**src/rtl/i2c_addr_match.sv**
```systemverilog
module i2c_addr_match #(
  parameter int BW = 8
) (
  input  logic          clk,
  input  logic          rst_n,
  input  logic [BW-1:0] id0,
  input  logic [BW-1:0] id1,
  input  logic [BW-1:0] id2,
  input  logic [BW-1:0] id3,
  input  logic          ten_bit_en,
  input  logic          start_det,
  input  logic          stop_det,
  input  logic          byte_valid,
  input  logic [BW-1:0] byte_data,
  output logic          addr_match,
  output logic [1:0]    match_idx,
  output logic          rw_dir,
  output logic          ack_req
);

  typedef enum logic [1:0] {S_IDLE, S_FIRST, S_SECOND, S_HOLD} state_t;

  state_t        state;
  logic          armed;
  logic [3:0]    hit7;
  logic [1:0]    low_idx;
  logic          hdr_hit;
  logic          lo_hit;
  logic          take;

  assign hit7[0] = byte_data[BW-1:1] == id0[BW-1:1];
  assign hit7[1] = byte_data[BW-1:1] == id1[BW-1:1];
  assign hit7[2] = byte_data[BW-1:1] == id2[BW-1:1];
  assign hit7[3] = byte_data[BW-1:1] == id3[BW-1:1];

  always_comb begin
    low_idx = 2'd0;
    for (int i = 3; i >= 0; i--)
      if (hit7[i]) low_idx = 2'(i);
  end

  assign hdr_hit = byte_data[BW-1:1] == id1[BW-1:1];
  assign lo_hit  = byte_data == {id1[0], id0[BW-1:1]};
  assign take    = byte_valid && !start_det && !stop_det;

  always_ff @(posedge clk) begin
    if (!rst_n) begin
      state      <= S_IDLE;
      armed      <= 1'b0;
      addr_match <= 1'b0;
      match_idx  <= 2'd0;
      rw_dir     <= 1'b0;
      ack_req    <= 1'b0;
    end else begin
      ack_req <= 1'b0;
      if (stop_det) begin
        state      <= S_IDLE;
        armed      <= 1'b0;
        addr_match <= 1'b0;
      end
      if (start_det) begin
        state      <= S_FIRST;
        addr_match <= 1'b0;
      end else if (take) begin
        case (state)
          S_FIRST: begin
            state <= S_HOLD;
            if (!ten_bit_en) begin
              if (|hit7) begin
                addr_match <= 1'b1;
                match_idx  <= low_idx;
                rw_dir     <= byte_data[0];
                ack_req    <= 1'b1;
              end
            end else if (hdr_hit && byte_data[0] && armed) begin
              addr_match <= 1'b1;
              match_idx  <= 2'd0;
              rw_dir     <= 1'b1;
              ack_req    <= 1'b1;
            end else if (hdr_hit && !byte_data[0]) begin
              state   <= S_SECOND;
              ack_req <= 1'b1;
            end
          end
          S_SECOND: begin
            state <= S_HOLD;
            if (lo_hit) begin
              addr_match <= 1'b1;
              match_idx  <= 2'd0;
              rw_dir     <= 1'b0;
              ack_req    <= 1'b1;
              armed      <= 1'b1;
            end
          end
          default: ;
        endcase
      end
    end
  end

endmodule


```
**config.mk**
```make
export PLATFORM = sky130hd
export DESIGN_NAME = i2c_addr_match
export DESIGN_NICKNAME = d
export VERILOG_FILES = /design/src/rtl/i2c_addr_match.sv
export SDC_FILE = /design/constraint.sdc
export NUM_CORES = 1
export LEC_CHECK = 0
export BUFFER_PORTS_ARGS = -buffer_cell sky130_fd_sc_hd__buf_2
export CORE_UTILIZATION = 44
export CTS_CLUSTER_DIAMETER = 80
export CTS_CLUSTER_SIZE = 14
export DETAILED_ROUTE_END_ITERATION = 10
export PLACE_DENSITY = 0.86
export SYNTH_ARGS = -nofsm -noshare
export SYNTH_HDL_FRONTEND = slang
export SYNTH_SLANG_ARGS = --single-unit
```
**constraint.sdc**
```tcl
create_clock -name clk -period 1.9 [get_ports clk]
set_input_delay 0.095 -clock clk [delete_from_list [all_inputs] [get_ports clk]]
set_output_delay 0.095 -clock clk [all_outputs]
set_load 0.005 [all_outputs]
```
## Word level (Yosys, flattened, before mapping)

Index checks and enable logic that the tools add are counted.

| word-level totals | value |
|---|---|
| logic and storage cells | 72 |
| flip-flop bits (word level) | 8 |
| input port bits | 46 |

| cells by class | value |
|---|---|
| mux-type cells | 39 |
| bitwise gates (word level) | 3 |
| reduce and logical (&&, ||, !) cells | 13 |
| equal/unequal tests | 10 |

Operators with widths:

| operator | number |
|---|---|
| $eq A7 B7 Y1 | 4 |
| $mux W1 | 24 |
| $mux W2 | 10 |
| $eq A8 B8 Y1 | 1 |
| $pmux W2 S2 | 2 |
| $ne A3 B3 Y1 const B | 2 |
| $pmux W1 S2 | 3 |
| $reduce_and A6 Y1 | 1 |
| $logic_and A1 B1 Y1 | 5 |
| $reduce_or A4 Y1 | 1 |
| $logic_not A1 Y1 | 3 |
| $not A1 Y1 | 3 |
| $reduce_or A3 Y1 | 1 |
| $eq A2 B1 Y1 const B | 1 |
| $eq A2 B2 Y1 const B | 1 |
| $ne A2 B2 Y1 const B | 1 |
| $reduce_bool A2 Y1 | 1 |
| $reduce_or A2 Y1 | 1 |

## Logic depth before layout (Yosys ltp)

Gate-level depths: netlist (run 1).

| logic depth | value |
|---|---|
| depth in word-level cells | 8 |
| mapped depth | 8 |

## Worst setup path before layout (run 1)

OpenSTA, ideal clock, no wires.

| timing | value |
|---|---|
| kind | register -> register |
| start | reg state[0] |
| end | reg match_idx[0] |
| stages on the path, launching flop included | 8 |
| path slack | 0.156 ns |
| clock period less this slack | 1.744 ns |
| arrival | 1.628 ns |
| cells stage by stage | dfxtp_1 inv_1 ha_1 or3_1 clkbuf_1 a211oi_4 a21oi_1 a41o_1 |

| between the ends | value |
|---|---|
| word-level cells in the longest chain between the ends | 3 |
| elaborated cells on any way between the ends | 8 |

Ends and longest elaborated chain:

| what | line | RTL |
|---|---|---|
| start, declared | 23 | `state_t state;` |
| start signal, assigned | 48 | `state <= S_IDLE;` |
| start signal, assigned | 57 | `state <= S_IDLE;` |
| start signal, assigned | 62 | `state <= S_FIRST;` |
| $eq A2 B1 Y1 / $eq A2 B2 Y1 (equally long branches) | 65 | `case (state)` |
| $ne A3 B3 Y1 (no source line), or another cell as far along | -- |  |
| $reduce_and A6 Y1 (no source line) | -- |  |
| end signal, assigned | 71 | `match_idx <= low_idx;` |
| end, declared | 16 | `output logic [1:0] match_idx,` |

Parallel ways exist; a longest one is shown, timed or not.
A chain may end at the register's enable or synchronous reset.

## Worst setup path in the final report (run 1)

| timing | value |
|---|---|
| start | reg state[0] |
| end | reg match_idx[1] |

Same word-level chain as after synthesis.

==> results.txt, run 1 <==
- When the netlist entered floorplanning its net count stood at 169.
- Worst vdd ir: around 0.00038 V
* Aggregate global-route resource usage: approximately 23%
- Unrepaired setup endpoints after global routing: false
* Worst-path clk slew: about 60 ps
* DR WL/cell: between 10 and 15 µm
- The worst register-to-register path begins at state[0].
- For flop-to-flop paths, the worst setup slack is approximately 64 ps.
- Dividing the detail-routed via count by the number of cells gives 5.25.
* Cell area after technology mapping: 955 µm²
- Avg Cell Area, Syn: around 7.9 µm²
* N_diodes: 0
* Hold buffers post-CTS: 0
- Cell area power density: around 400 nW/µm²
- Initial antenna violation count: 0
* Ys async rst share: 0%
- Synthesis inferred 8 register bits.
- Sequential share of the synthesized area: between 15 and 20%
* Origin of the worst setup path: state[0]
- Counting the buffers created by CTS gives 3.
- The max-slew violation total from the final report is 0.
- The clock reaches the later pin of the worst-skew pair after 270 ps.
- The routed layout has 993 vias.
- CTS built an H-tree with a depth of 1.
* Effective utilization at floorplan: 47.7%
- Entering global routing, the biggest net connects 8 pins.
- STA classifies the critical path endpoint as a register.
- Total wirelength of the detailed-routed design: around 2400 µm
- CTS tree: done
- Setup violations remaining at the end of the flow were counted as 0.
* DRT antenna net count: 0
- Count of mapped cells out of synthesis: around 120
- The detailed router finished its first iteration with 15 violations.
- The first detailed-routing pass took 4 iterations.
- Post-layout total power: between 400 and 500 µW
* Post-Layout Cell Count: ~190
* Count of pins on the block boundary: 51
- Setup CP Type: reg -> reg
- Final Skew: ~13 ps
* Number of enable-type register cells in the synthesized netlist: 0
* Area leader, netlist: xor2_1
* Final total negative setup slack: 0 ps
- Count of input and output buffers: 47
- At the end of routability-driven placement, the weighted congestion stood at about 0.80.
* CP required: just over 2000 ps
- Fill cell instance count of the final layout: ~200
- Yosys instantiated no cell more often than xor2_1.
- STA puts the critical path data arrival time at slightly below 2000 ps.
- In the final design database the tool counted around 210 nets.
- Counting cells, the worst reg-to-reg path comes to 6.
- Post-synth top area share: around a fifth
- The tightest min-delay check is of the in -> reg type.
- Leading post-synthesis cells by cell area: xor2_1, dfxtp_1, xnor2_1
- Site row count: 16
* Fraction of layout instances using a drive strength above 1: ~33%
- Kind of start point of the critical path: register
- Post-detailed-route DRC marker count: 0
* Maximum fanout along the worst path: 6
- The worst pin sits at a relative slew slack of 65.9%.
- The final-report hold violation count came to 0.
- The die is 48.6 µm tall.
- Summed over all layers, the global routing overflow is 0.
* Clock Tree Root: clkbuf_4
- Share of the cycle needed by the critical path after routing: between 90% and 100%
- Summed over all cells, the static leakage comes to 0.000548 µW.
- The most critical setup path has its endpoint at match_idx[1].
* X dimension of the die: 48.6 µm
- Highest clock rate: 545 MHz
* Post-route minimum period: about 1800 ps
* P&R area growth vs syn: 24.6%
- YS warnings: 0
- Library cells used by synthesis: 32
* Primary FF master, synth: dfxtp_1
* Number of gates resized after CTS: 1
- Status: finished, final reports clean
* Std-Cell Core Area: about 2000 µm²
- Synth cell count leaders: xor2_1, xnor2_1, nand2_1
- The first global-routing pass estimated ~4200 µm of wire.
- No sink is reached through more buffers than the 2 on the longest clock path.
- Die area: ~2400 µm²
* Total instance count after detailed placement: 186
* Post-CTS setup buffer count: 0
- For the pin with the worst max-slew slack, the measured transition is about 500 ps.
- Worst hold path stage count: 2
- Detailed placement ended at an HPWL of approximately 2000 µm.
- The tree built by TritonCTS fans out to 8 sinks.
- Maximum capacitance violations: 0
- Via count of the first global-routing pass: approximately 1000
- The endpoint identified for the worst register-to-register timing path is match_idx[1].
[cells in the final DEF (no fill, tap or decap), types with 2 or more instances in the layout]
cell type,n
a21oi_1,6
nand2b_1,2
ha_1,2
buf_2,47
nor3_1,2
nand4_1,3
xnor2_1,13
nand3_1,4
nor2b_1,3
clkbuf_4,3
xor2_1,23
a211oi_1,2
nor2_1,4
nand2_1,9
a41o_1,2
inv_1,6
nor4_1,4
nand4b_1,2
dfxtp_1,8
o21ai_0,5
[where the power goes]
part / internal, µW / switching, µW / total [µW] / leakage, µW
sequential: 170 / 1.44 / 171 / 0.0000648
combinational: 86.0 / 91.2 / 177 / 0.000469
clock: 72.8 / 66.1 / 139 / 0.0000138
total: 329 / 159 / 488 / 0.000548
[worst max-delay path, cell delays in order (launching register included)]
cell	delay, ps
dfxtp_1	360
inv_1	50
ha_1	290
or3_4	430
a211oi_4	240
a21oi_1	130
a41o_1	220
[layer usage]
layer / wire, µm / part of all wire (%) / vias up / GRT usage, %
met1: 1050 / 43 / 465 / 25.9
met3: 92 / 3.8 / 6 / 5.35
met4: 43 / 1.8 / 0 / 11.3
met2: 1250 / 51 / 26 / 40.1
met5: 0 / 0 / - / 0
li1: - / - / 496 / -
[cell type report]
type	count	area [µm²]	area share, %
timing repair buffer	47	235	19.8
clock buffer	3	22.5	1.89
tap	27	33.8	2.84
inverter	6	22.5	1.89
sequential	8	160	13.5
multi-input combinational	98	716	60.1
[sequential cells by signal (all words and copies together) (netlist names)]
register / flops
rw_dir: 1
match_idx: 2
addr_match: 1
ack_req: 1
state: 2
armed: 1
[worst min-delay path by stage]
| stage | start | to |
|---|---|---|
| detailed placement | start_det | state[0] |
| finish | start_det | state[0] |
| CTS | start_det | state[0] |
| global route | start_det | state[0] |
| floorplan | rst_n | state[0] |
| global placement | start_det | state[0] |
[metrics by stage]
| step | area [µm²] | util [%] | hold WS [ps] | worst slack, ps |
|---|---|---|---|---|
| 2_1_floorplan | 955 | - | 223 | 156 |
| 3_3_place_gp | 1160 | 58.1 | 345 | 127 |
| 3_5_place_dp | 1160 | 58.1 | 366 | 24.7 |
| 4_1_cts | 1190 | 59.4 | 88.3 | 77.5 |
| 5_1_grt | 1190 | 59.4 | 83.0 | 11.3 |
| 6_report | 1190 | 59.4 | 94.5 | 64.2 |
[cell families after synthesis]
logic type / after synthesis / share of synthesized area, %
simple gates: 39 / 22.8
fa+ha+maj: 2 / 2.62
compound gates: 21 / 16.0
buf+inv: 15 / 8.78
flops: 8 / 16.8
xor+xnor: 36 / 33.0
Power figures use the tool's default switching activity.
==> run 2, diff against run 1 <==
- PLACE_DENSITY: 0.86 -> not set
- PLACE_DENSITY_LB_ADDON: not set -> 0.3
==> run 2 against run 1 <==
Effect of this change:
- first-iteration DRC count rose by 13%
- register-to-register slack barely moved
- final area did not move
- final cell count did not move
- combinational power barely moved
- die area did not move
- critical path depth did not move
- routed wire length rose by 4.2%
- critical endpoint is now match_idx[0]
- highest routed layer unchanged
==> results.txt, run 2 (synthesis gave the netlist of run 1 again) <==
- The run finished with clean final reports.
- Clock share of power: 27.9% (-0.6 points)
- Setup CP Type: reg -> reg
- The vertical extent of the die came to 48.6 µm (unchanged).
- Routability congestion estimate: 0.858 (+6.6%)
* Highest clock rate: 547 MHz (+0.36%)
* P&R area growth vs syn: 24.6% (unchanged)
- The portion of total power attributed to combinational logic was 36.8% (+0.4 points).
- Total instance count after detailed placement: 186 (unchanged)
* Count of endpoints failing setup in the final report: 0 (unchanged)
- The length of the first detailed-routing pass in iterations came to 4 (unchanged).
- Die area: 2360 µm² (unchanged)
- Worst vdd ir: 0.000165 V (-56%)
* Final HPWL from detailed placement: 2090 µm (+3.0%)
- STA classifies the critical path startpoint as a register.
- Post-route minimum period: 1830 ps (-6.66 ps)
- The first-pass GRT wire length was 4130 µm (-2.0%).
- Hold buffers post-CTS: 0 (unchanged)
* Maximum root-to-sink buffer count: 2 (unchanged)
- Post-detailed-route DRC marker count: 0 (unchanged)
- Post-CTS setup buffer count: 0 (unchanged)
- CTS Buf Count: 3 (unchanged)
* Hold Path Origin: start_det
- The worst endpoint data arrival time is 1980 ps (about the same).
- Count of input and output buffers: 47 (unchanged)
- The clock skew after layout is 3.76 ps (-8.75 ps).
* Start of the worst register-to-register path: state[0]
- The die boundary width is 48.6 µm (unchanged).
* CP required: 2050 ps (about the same)
- The net total in the final layout came to 212 (unchanged).
- The number of clock sinks seen by CTS came to 8 (unchanged).
* Total overflow reported by the global router: 0 (unchanged)
* Worst slew slack as a fraction of its limit: 68.1% (+2.2 points)
- The switching portion of total power was 32.3% (-0.31 points).
- Final total negative setup slack: 0 ps (unchanged)
* Clock Tree Root: clkbuf_4
- Via count of the first global-routing pass: 963 (-6.0%)
* Worst path setup slack after routing: 70.9 ps (+6.66 ps)
- Aggregate global-route resource usage: 22.8% (-0.11 points)
* Placed cell areas: 1160 µm² (unchanged)
- The power density over cell area is 408 nW/µm² (-0.53%).
- Number of hold-slack violations in the final timing report: 0 (unchanged)
- The number of max-cap violations is 0 (unchanged).
- Fraction of layout instances using a drive strength above 1: 33.3% (unchanged)
* N_diodes: 0 (unchanged)
- The fraction of power consumed by sequential logic was 35.3% (+0.2 points).
* Post-layout instance area: 1190 µm² (unchanged)
- The final standard cell count with taps included and fillers excluded is 189 (unchanged).
* Kind of end point of the critical path: register
- WHS: 99.5 ps (+5.04 ps)
- The CTS H-tree depth is 1 (unchanged).
- CTS tree: done
- The clock slew seen by the registers of the worst setup and hold paths was 50 ps (about the same).
- Slew @ Worst Pin: 475 ps (-32.8 ps)
- The net switching power figure came to 156 µW (-1.5%).
- Most common cell after layout, fill and taps aside: buf_2
- The total number of vias was 979 (-1.4%).
- The number of placement rows came to 16 (unchanged).
- Post-placement setup slack: 21.9 ps (-2.81 ps)
- The post-cts gate resize count came to 0 (-1).
* Largest net degree at the start of global routing: 8 (unchanged)
* Most frequent cells in the layout: buf_2, xor2_1, xnor2_1
- The maximum fanout encountered on the critical timing path came to 6 (unchanged).
- The standard cell core area is 2000 µm² (unchanged).
- Initial antenna violation count: 0 (unchanged)
* Total wirelength of the detailed-routed design: 2540 µm (+4.2%)
- Internal Pwr Total: 329 µW (about the same)
- The count of antenna-violating nets left after detailed routing came to 0 (unchanged).
* Total count of max-transition violations in the final report: 0 (unchanged)
* Registers with the highest flip-flop counts: match_idx: 2 flops, state: 2 flops
- The routed length per placed instance was 13.4 µm (+4.2%).
- Origin of the worst setup path: state[0]
- The detailed router's first-iteration violation count was 17 (+2).
* Share of the cycle needed by the critical path after routing: 96.3% (-0.35 points)
- The worst hold path belongs to the class in -> reg.
- The clock latency on the worst-skew pair is 260 ps (about the same).
* Effective utilization at floorplan: 47.7% (unchanged)
- The detailed-route vias per instance was 5.18 (-1.4%).
- Leakage power total: 0.000548 µW (unchanged)
- Count of pins on the block boundary: 51 (unchanged)
[run 2: cell counts in the layout (fill, tap and decap cells not counted)]
Identical to the previous run, type by type.
[run 2: per-stage QoR]
step	util (%)	power, µW
2_1_floorplan	-	287
3_3_place_gp	58.1	343
3_5_place_dp	58.1	352
4_1_cts	59.2	484
5_1_grt	59.4	512
6_report	59.4	485
[run 2: metal layers]
metal  vias up  global-route usage, %  share of wire [%]  wire length, µm
met5         -                      0                  0                0
met1       448                   26.3                 43             1080
met2        29                   41.1                 52             1320
li1        496                      -                  -                -
met3         6                   3.46                3.2               80
met4         0                   10.3                1.8               46
[run 2: worst paths after layout]
check	end	slack [ps]	depth (start not counted)
setup / recovery	match_idx[0]	70	6
hold reg to reg	rw_dir	470	2
hold / removal	state[0]	100	2
setup reg to reg	match_idx[0]	70	6
[run 2: worst max-delay path: stages (launching register included)]
cell and delay [ps]:
dfxtp_1 340, inv_1 50, ha_1 290, or3_4 440, a211oi_4 240, a21oi_1 130
a41o_1 220
[run 2: cell type report]
class | instances | area (µm²)
fill | 204 | 812
multi-input combinational | 98 | 716
clock buffer | 3 | 22.5
timing repair buffer | 47 | 235
inverter | 6 | 22.5
sequential | 8 | 160
tap | 27 | 33.8
[run 2: power groups by stage]
| stage | Combinational (µW) | Clock (µW) | Sequential [µW] |
|---|---|---|---|
| floorplan | 112 | 0 | 175 |
| global placement | 168 | 0 | 175 |
| detailed placement | 177 | 0 | 175 |
| CTS | 177 | 135 | 171 |
| global route | 195 | 145 | 172 |
| finish | 179 | 135 | 171 |
==> run 3, diff against run 2 <==
- clock period: 1.9 -> 2.1 ns (I/O delays scaled with it)
==> run 3 against run 2 <==
Effect of this change:
- via count is 2.7% higher
- fmax shrank 1.9%
- count of clock-buffer cells in the layout did not move
- final area fell by 0.42%
- register-to-register slack gained 170 ps
- sequential power decreased by 9%
- largest cell class unchanged
- core utilization shrank 0.25 points
- combinational power is 11% lower
==> results.txt, run 3 (synthesis gave the netlist of run 1 again) <==
- The run finished with clean final reports.
* Post-detailed-route DRC marker count: 0 (unchanged)
- The highest metal layer carrying signal wires in the routed design is met4.
- Vertical extent of the die: 48.6 µm (unchanged)
- The clock latency on the worst-skew pair is 250 ps (about the same).
- The total of hold buffers inserted after clock tree synthesis came to 0 (unchanged).
- The sum of negative setup slack is 0 ps (unchanged).
- Std-Cell Core Area: 2000 µm² (unchanged)
- The post-CTS setup buffer count came to 0 (unchanged).
* Clock tree sinks: 8 (unchanged)
* Unrepaired setup endpoints after global routing: false
* Site row count: 16 (unchanged)
- The total global-route track usage came to 21.2% (-1.6 points).
* Largest net degree at the start of global routing: 8 (unchanged)
- Post-layout total power: 433 µW (-11%)
* Metal2 WL: 1280 µm (-3.0%)
- The maximum clock frequency came to 536 MHz (-1.9%).
* DR WL/cell: 12.7 µm (-5.6%)
- The critical path data required time came to 2250 ps (+200 ps).
* Kind of start point of the critical path: register
- The power density over cell area was 365 nW/µm² (-10%).
- Worst slew slack as a fraction of its limit: 65.1% (-3.0 points)
* Post-placement setup slack: 247 ps (+225 ps)
* Final HPWL from detailed placement: 2080 µm (-0.31%)
* Routability congestion estimate: 0.854 (-0.45%)
- The count of input and output buffers was 47 (unchanged).
- The overall die area is 2360 µm² (unchanged).
- The detailed-routed wire length on met3 is 108 µm (+35%).
- Endpoint arrival time on the critical path: 2010 ps (+30 ps)
* Count of pins on the block boundary: 51 (unchanged)
- The root buffer cell chosen for the clock tree is clkbuf_4.
- Maximum cell stage delay along the critical path: 480 ps (+40 ps)
- The shortest clock period the worst path allows after layout was 1860 ps (+34.9 ps).
* CTS tree: done
* Via-to-Cell Ratio: 5.32 (+2.7%)
* Total overflow reported by the global router: 0 (unchanged)
- Fraction of layout instances using a drive strength above 1: 32.7% (-0.62 points)
* Most common cell after layout, fill and taps aside: buf_2
* Master of the slowest instance on the critical path: or3_1
- The slew at the pin closest to its max-slew limit is 519 ps (+44.4 ps).
- The number of buffers created by CTS was 3 (unchanged).
- End-of-flow core utilization: 59.2% (-0.25 points)
* Critical path cell sequence: inv_1, ha_1, or3_1, a211oi_4, a21oi_1, a41o_1
* Maximum capacitance violations: 0 (unchanged)
- Registers with the highest flip-flop counts: match_idx: 2 flops, state: 2 flops
- Total number of vias: 1005 (+2.7%)
- The worst supply voltage drop on vdd was 0.000235 V (+43%).
* Maximum root-to-sink buffer count: 2 (unchanged)
- Buffers and inverters on the worst path: 1 (unchanged)
- The static leakage came to 0.000546 µW (-0.31%).
- WHS: 133 ps (+33.1 ps)
- The die boundary width is 48.6 µm (unchanged).
- Setup CP Type: reg -> reg
- The fraction of the cycle the final worst path needs came to 88.8% (-7.5 points).
* First-iteration detailed-routing DRC count: 12 (-5)
- Worst path setup slack after routing: 236 ps (+165 ps)
* DRT antenna net count: 0 (unchanged)
- Final Skew: 3.52 ps (-0.242 ps)
- The number of global-route vias before repair came to 952 (-1.1%).
- Post-route met1 wirelength: 982 µm (-9.4%)
- The area growth from synthesis to layout is 24.1%.
* Most frequent cells in the layout: buf_2, xor2_1, xnor2_1
- Detailed-router iteration count before antenna repair: 4 (unchanged)
- Number of nets in the layout: 212 (unchanged)
- The first-pass GRT wire length is 3930 µm (-4.7%).
- Initial antenna violation count: 0 (unchanged)
- The final-report hold violation count was 0 (unchanged).
- Worst hold path class: in -> reg
- Total count of max-transition violations in the final report: 0 (unchanged)
- The routed wire length was 2390 µm (-5.6%).
* Count of endpoints failing setup in the final report: 0 (unchanged)
* N_diodes: 0 (unchanged)
- Number of levels in the clock H-tree: 1 (unchanged)
- Top delay family on crit path: compound AO/OA/AOI/OAI gates
- The initial core utilization is 47.7% (unchanged).
* Kind of end point of the critical path: register
- Number of gates resized after CTS: 0 (unchanged)
- Worst-path clk slew: 60 ps (about the same)
* Maximum fanout along the worst path: 6 (unchanged)
run 3: cell count changes in the layout (fill, tap and decap cells not counted):
cell and delta:
or3_4 -1, or3_1 +1
run 3: final cells by class:
| cell class | count | area (µm²) |
|---|---|---|
| sequential | 8 | 160 |
| fill | 212 | 817 |
| inverter | 6 | 22.5 |
| timing repair buffer | 47 | 235 |
| tap | 27 | 33.8 |
| clock buffer | 3 | 22.5 |
| multi-input combinational | 98 | 711 |
run 3: worst paths after layout:
kind	start	endpoint	slack, ps	cells after the start
setup reg to reg	state[0]	match_idx[0]	240	6
hold / removal	start_det	state[0]	130	2
hold reg to reg	rw_dir	rw_dir	470	2
setup / recovery	state[0]	match_idx[0]	240	6
run 3: layer usage:
| metal | up-vias | GRT usage [%] |
|---|---|---|
| met3 | 2 | 3.14 |
| met4 | 0 | 7.35 |
| met2 | 33 | 39.7 |
| li1 | 496 | - |
| met1 | 474 | 24.2 |
| met5 | - | 0 |
run 3: power by group:
part           internal [µW]  switching (µW)  total (µW)
Clock                   65.5            53.4         119
Sequential               154            1.30         155
Combinational           77.3            81.9         159
Total                    296             137         433
run 3: metrics by stage:
stage / cells / cell area [µm²]
4_1_cts: 189 / 1180
5_1_grt: 189 / 1180
6_report: 189 / 1180
3_5_place_dp: 186 / 1160
3_3_place_gp: 186 / 1160
2_1_floorplan: 121 / 955
